===== src/rtl/dma_seq_pkg.sv =====
package dma_seq_pkg;

    localparam int STATE_W = 4;
    localparam int KIND_W  = 2;

    typedef enum logic [STATE_W-1:0] {
        ST_IDLE = 4'd0,
        ST_S0   = 4'd1,
        ST_S1   = 4'd2,
        ST_S2   = 4'd3,
        ST_S3   = 4'd4,
        ST_S4   = 4'd5,
        ST_MR1  = 4'd6,
        ST_MR2  = 4'd7,
        ST_MR3  = 4'd8,
        ST_MR4  = 4'd9,
        ST_MW1  = 4'd10,
        ST_MW2  = 4'd11,
        ST_MW3  = 4'd12,
        ST_MW4  = 4'd13
    } seq_state_e;

    localparam logic [KIND_W-1:0] KIND_IO2MEM = 2'b01;
    localparam logic [KIND_W-1:0] KIND_MEM2IO = 2'b10;

    // Run configuration, frozen while a run is in progress
    typedef struct packed {
        logic              m2m;
        logic              compress;
        logic              wr_early;
        logic [KIND_W-1:0] kind;
    } seq_cfg_t;

endpackage


===== src/rtl/dma_seq_cfg.sv =====
module dma_seq_cfg
    import dma_seq_pkg::*;
(
    input  logic              clk,
    input  logic              rst_n,
    input  logic              load,
    input  logic              cmd_m2m,
    input  logic              cmd_compress,
    input  logic              cmd_ext_wr,
    input  logic [KIND_W-1:0] kind,
    output seq_cfg_t          cfg_q
);

    seq_cfg_t cfg_d;

    always_comb begin
        cfg_d = cfg_q;
        if (load) begin
            cfg_d.m2m      = cmd_m2m;
            // compression only applies to the single-bus path
            cfg_d.compress = cmd_compress & ~cmd_m2m;
            // compressed cycles always place the write strobe early
            cfg_d.wr_early = cmd_m2m ? cmd_ext_wr : (cmd_compress | cmd_ext_wr);
            cfg_d.kind     = kind;
        end
    end

    always_ff @(posedge clk or negedge rst_n) begin
        if (!rst_n) cfg_q <= '0;
        else        cfg_q <= cfg_d;
    end

endmodule


===== src/rtl/dma_seq_fsm.sv =====
module dma_seq_fsm
    import dma_seq_pkg::*;
(
    input  logic       clk,
    input  logic       rst_n,
    input  logic       go,
    input  logic       run_more,
    input  logic       eop_n,
    input  logic       m2m,
    input  logic       compress,
    output seq_state_e state,
    output logic       load
);

    typedef struct packed {
        seq_state_e state;
        logic       again;     // a transfer of this run has already completed
        logic       eop_seen;  // end of process pending
    } fsm_t;

    fsm_t q, d;
    logic eop_now;
    logic last;

    always_comb begin
        d       = q;
        load    = 1'b0;
        eop_now = ~eop_n & (q.state != ST_IDLE);
        last    = q.eop_seen | eop_now | ~run_more;
        if (eop_now) d.eop_seen = 1'b1;

        unique case (q.state)
            ST_IDLE: begin
                if (go) begin
                    d.state    = ST_S0;
                    d.again    = 1'b0;
                    d.eop_seen = 1'b0;
                    load       = 1'b1;
                end
            end
            ST_S0:  d.state = m2m ? ST_MR1 : ST_S1;
            ST_S1:  d.state = ST_S2;
            ST_S2:  d.state = (compress & q.again) ? ST_S4 : ST_S3;
            ST_S3:  d.state = ST_S4;
            ST_MR1: d.state = ST_MR2;
            ST_MR2: d.state = ST_MR3;
            ST_MR3: d.state = ST_MR4;
            ST_MR4: d.state = ST_MW1;
            ST_MW1: d.state = ST_MW2;
            ST_MW2: d.state = ST_MW3;
            ST_MW3: d.state = ST_MW4;
            ST_S4, ST_MW4: begin
                if (last) begin
                    d.state    = ST_IDLE;
                    d.again    = 1'b0;
                    d.eop_seen = 1'b0;
                end else begin
                    d.state = (q.state == ST_S4) ? ST_S1 : ST_MR1;
                    d.again = 1'b1;
                end
            end
            default: d.state = ST_IDLE;
        endcase
    end

    always_ff @(posedge clk or negedge rst_n) begin
        if (!rst_n) q <= '{state: ST_IDLE, again: 1'b0, eop_seen: 1'b0};
        else        q <= d;
    end

    assign state = q.state;

endmodule


===== src/rtl/dma_seq_strobe.sv =====
module dma_seq_strobe
    import dma_seq_pkg::*;
(
    input  seq_state_e state,
    input  seq_cfg_t   cfg,
    output logic       adr_stb,
    output logic       dack,
    output logic       xfer_done,
    output logic       dst_phase,
    output logic       mem_rd_n,
    output logic       mem_wr_n,
    output logic       io_rd_n,
    output logic       io_wr_n
);

    logic rd_win, wr_win, m_rd, m_wr, to_mem, to_io;

    always_comb begin
        to_mem = (cfg.kind == KIND_IO2MEM);
        to_io  = (cfg.kind == KIND_MEM2IO);
        rd_win = state inside {ST_S2, ST_S3, ST_S4};
        wr_win = (state inside {ST_S3, ST_S4}) | (cfg.wr_early & (state == ST_S2));
        m_rd   = state inside {ST_MR3, ST_MR4};
        m_wr   = (state inside {ST_MW3, ST_MW4}) | (cfg.wr_early & (state == ST_MW2));

        adr_stb   = state inside {ST_S1, ST_MR1, ST_MW1};
        dack      = state inside {ST_S1, ST_S2, ST_S3, ST_S4};
        xfer_done = state inside {ST_S4, ST_MW4};
        dst_phase = state inside {ST_MW1, ST_MW2, ST_MW3, ST_MW4};

        mem_rd_n = ~(m_rd | (rd_win & to_io));
        mem_wr_n = ~(m_wr | (wr_win & to_mem));
        io_rd_n  = ~(rd_win & to_mem);
        io_wr_n  = ~(wr_win & to_io);
    end

endmodule


===== src/rtl/dma_cycle_seq.sv =====
module dma_cycle_seq
    import dma_seq_pkg::*;
(
    input  logic              clk,
    input  logic              rst_n,
    input  logic              cmd_m2m,
    input  logic              cmd_off,
    input  logic              cmd_compress,
    input  logic              cmd_ext_wr,
    input  logic [KIND_W-1:0] xfer_kind,
    input  logic              svc_req,
    input  logic              run_more,
    input  logic              eop_n,
    output logic [STATE_W-1:0] seq_state,
    output logic              adr_stb,
    output logic              dack,
    output logic              xfer_done,
    output logic              dst_phase,
    output logic              mem_rd_n,
    output logic              mem_wr_n,
    output logic              io_rd_n,
    output logic              io_wr_n
);

    seq_cfg_t   cfg_q;
    seq_state_e state;
    logic       load;
    logic       go;

    assign go = svc_req & ~cmd_off;

    dma_seq_fsm u_fsm (
        .clk      (clk),
        .rst_n    (rst_n),
        .go       (go),
        .run_more (run_more),
        .eop_n    (eop_n),
        .m2m      (cfg_q.m2m),
        .compress (cfg_q.compress),
        .state    (state),
        .load     (load)
    );

    dma_seq_cfg u_cfg (
        .clk          (clk),
        .rst_n        (rst_n),
        .load         (load),
        .cmd_m2m      (cmd_m2m),
        .cmd_compress (cmd_compress),
        .cmd_ext_wr   (cmd_ext_wr),
        .kind         (xfer_kind),
        .cfg_q        (cfg_q)
    );

    dma_seq_strobe u_strobe (
        .state     (state),
        .cfg       (cfg_q),
        .adr_stb   (adr_stb),
        .dack      (dack),
        .xfer_done (xfer_done),
        .dst_phase (dst_phase),
        .mem_rd_n  (mem_rd_n),
        .mem_wr_n  (mem_wr_n),
        .io_rd_n   (io_rd_n),
        .io_wr_n   (io_wr_n)
    );

    assign seq_state = state;

endmodule


===== config.mk =====
export PLATFORM = sky130hd
export DESIGN_NAME = dma_cycle_seq
export DESIGN_NICKNAME = d
export VERILOG_FILES = /design/src/rtl/dma_seq_pkg.sv /design/src/rtl/dma_seq_cfg.sv /design/src/rtl/dma_seq_fsm.sv /design/src/rtl/dma_seq_strobe.sv /design/src/rtl/dma_cycle_seq.sv
export SDC_FILE = /design/constraint.sdc
export NUM_CORES = 1
export LEC_CHECK = 0
export ABC_CLOCK_PERIOD_IN_PS = 3100
export BUFFER_PORTS_ARGS = -buffer_cell sky130_fd_sc_hd__buf_2
export CORE_MARGIN = 3
export CORE_UTILIZATION = 40
export DETAILED_ROUTE_END_ITERATION = 16
export HOLD_SLACK_MARGIN = 0.08
export PLACE_DENSITY = 0.64
export SKIP_CTS_REPAIR_TIMING = 1
export SLEW_MARGIN = 20
export SYNTH_ARGS = -nofsm -noshare
export SYNTH_HDL_FRONTEND = slang
export SYNTH_SLANG_ARGS = --single-unit

===== constraint.sdc =====
create_clock -name clk -period 3.1 [get_ports clk]
set_input_delay 0 -clock clk [delete_from_list [all_inputs] [get_ports clk]]
set_output_delay 0 -clock clk [all_outputs]
set_load 0.005 [all_outputs]

==> results by group <==
Run status
  • Status: completed

CTS
  • CTS sink count: 11
  • CTS tree: built
  • Cts bufs inserted: 3
  • Root buffer cell: clkbuf_4
  • Clk slew on worst S/H paths: 0.07 ns
  • H-Tree Depth: 1
  • Worst skew pair latency: 0.27 ns
  • CTS max path bufs: 2

Routing
  • Iteration count of the initial detailed-routing pass: 2
  • Uppermost layer routed: met4
  • Final wirelength: 1420 um
  • Wire length on met1: 657 um
  • WL/cell: 12.8 um
  • Violation count after the first detailed-route iteration: 2
  • Via density per instance: 5.09
  • DR DRC count: 0
  • Remaining antenna violation count after routing: 0
  • Via Count: 565
  • WL met3: 62 um
  • Routed met2 length: 649 um

Floorplan
  • Initial core utilization: 0.445
  • Die X: 47.9 um
  • Number of cell rows: 14
  • Die ar.: 2290 um^2
  • Die Y: 47.9 um
  • I/O Pins: 23
  • Core ar.: 1580 um^2

Setup path
  • Crit path to: mem_rd_n
  • CP Launch Point: u_fsm.state[2]
  • Crit path launch type: flop
  • Crit path required time: 3.10 ns
  • R2r startpoint: u_fsm.state[2]
  • Worst r2r dst: u_fsm.q[1]
  • Crit end category: primary output
  • CP Max Fanout: 17
  • Worst Reg-to-Reg Cells: 3
  • Internal reg-to-reg setup slack: 1.52 ns
  • CP Data Arrival Time: 1.76 ns
  • Worst setup path category: flop to primary output

Logic synthesis
  • Mapped cell area: 702 um^2
  • Synthesis warning total: 0
  • Syn Inst Count: 72
  • Syn Nets: 83
  • Avg Inst Size Synth: 9.75 um^2
  • Seq cells post-synth: 11
  • Number of synthesized flops with an enable pin: 0
  • Seq/Total Area, Yosys: 0.392
  • Distinct cells, synth: 29
  • Ys flop type: dfrtp_1
  • Post-synth ARST share: 1.00

Timing
  • # setup viols final: 0
  • RSZ-0062 raised after global routing: no
  • Max transition margin: 0.669
  • Final Critical Period: 1.76 ns
  • Clock skew: 0.00444 ns
  • Fmax: 569 MHz
  • Total negative slack: 0 ns
  • Hold Fails Final Rpt: 0
  • Max-slew violation count: 0
  • Worst slew pin tran: 0.497 ns
  • Tcrit/Tclk final: 0.567

Global route
  • Overall Global Routing Usage: 0.151
  • Vias in the first global route: 493
  • Overflow after GRT: 0
  • First-pass GRT wire length: 2210 um
  • Initial antenna violation count: 0
  • Largest net degree at the start of global routing: 18

Final layout
  • Most frequent cells in the layout: buf_2, dfrtp_1, o21ai_0, nand2_1, nor2_1
  • Fill count: 145
  • Share of cells above drive strength 1: 0.326
  • Commonest non-fill, non-tap cell in the layout: buf_2
  • Layout Area Growth over Synthesis: 22.1%
  • Number of inserted diodes: 0
  • Fin nets: 107
  • Final instance area: 857 um^2
  • Register Area: 275 um^2
  • Footprint of the multi-input gates: 360 um^2

Worst hold path
  • Hold path cells: 3
  • Hold Path Class: input pin to flop

Placement
  • Dpl hpwl: 979 um
  • Routability cong.: 0.722
  • DP Area: 781 um^2
  • Port bufs: 22

Power
  • Pleak: 0.443 nW
  • Pwr Density: 917 nW/um^2
  • VDD IR-drop max: 0.511 mV

Run
  • Max cap viols: 0
==> kinds of logic (layout without fill, tap and decap cells) <==
group                  after synthesis  count (layout)  synth area share
flip-flops                          11              11             0.392
XOR/XNOR                             1               1            0.0125
multiplexers                         5               5            0.0998
AO/OA/AOI/OAI                       17              17             0.168
AND/OR/NAND/NOR                     26              26             0.234
buffers and inverters               12              35            0.0945
==> worst max-delay path: stages (launching register included) <==
cell and delay, ns:
dfrtp_1 0.65, nor2b_1 0.43, o21ai_0 0.16, o31a_1 0.12
buf_2 0.12
==> worst min-delay path by stage <==
stage          startpoint              to  slack [ns]
6_report            eop_n      u_fsm.q[0]         0.1
3_3_place_gp        rst_n  u_cfg.cfg_q[1]       -0.12
3_5_place_dp        rst_n  u_cfg.cfg_q[0]       -0.12
4_1_cts             rst_n  u_fsm.state[3]       -0.41
2_1_floorplan       rst_n  u_cfg.cfg_q[0]       -0.30
5_1_grt             eop_n      u_fsm.q[0]        0.11
==> area by class of cell <==
type	count	area share
repair buffers	27	0.187
inverters	4	0.0175
multi-input cells	49	0.420
clock buffers	4	0.0307
flip-flops and latches	11	0.321
well taps	16	0.0234
==> Yosys cell counts, types with 2 or more instances <==
| master | n | area [um^2] |
|---|---|---|
| dfrtp_1 | 11 | 275 |
| o21ai_0 | 7 | 35.0 |
| nand2_1 | 6 | 22.5 |
| nor2_1 | 6 | 22.5 |
| buf_4 | 5 | 37.5 |
| inv_1 | 4 | 15.0 |
| mux2_4 | 4 | 60.1 |
| nor2b_1 | 3 | 18.8 |
| a32o_1 | 2 | 20.0 |
| and3b_1 | 2 | 17.5 |
| buf_2 | 2 | 10.0 |
| nand3_1 | 2 | 10.0 |
| o31a_1 | 2 | 17.5 |
==> power breakdown <==
part           internal [mW]  switching [mW]  leakage [nW]  total [mW]
Combinational          0.210           0.146         0.293       0.357
Clock                 0.0498          0.0479        0.0150      0.0977
Sequential             0.209           0.122         0.135       0.331
==> registers in the layout, summed over array words and instances, names as in the netlist <==
register     count
u_cfg.cfg_q      5
u_fsm.q          2
u_fsm.state      4
==> stage by stage <==
stage               power [mW]  hold slack, ns   util  worst slack, ns  instances
finish                   0.786          0.0986  0.544             1.34        111
floorplan                0.612          -0.296      -             1.75         72
detailed placement       0.688          -0.116  0.495             1.53        102
global placement         0.680          -0.121  0.495             1.55        102
CTS                      0.793          -0.414  0.512             1.32        106
global route             0.874           0.107  0.544             1.16        111
==> routing by layer <==
metal / vias up / global-route usage
li1: 291 / -
met1: 255 / 0.180
met2: 14 / 0.227
met3: 5 / 0.0338
met4: 0 / 0.129
met5: - / 0
No activity file was read; power rests on OpenSTA's default activity.
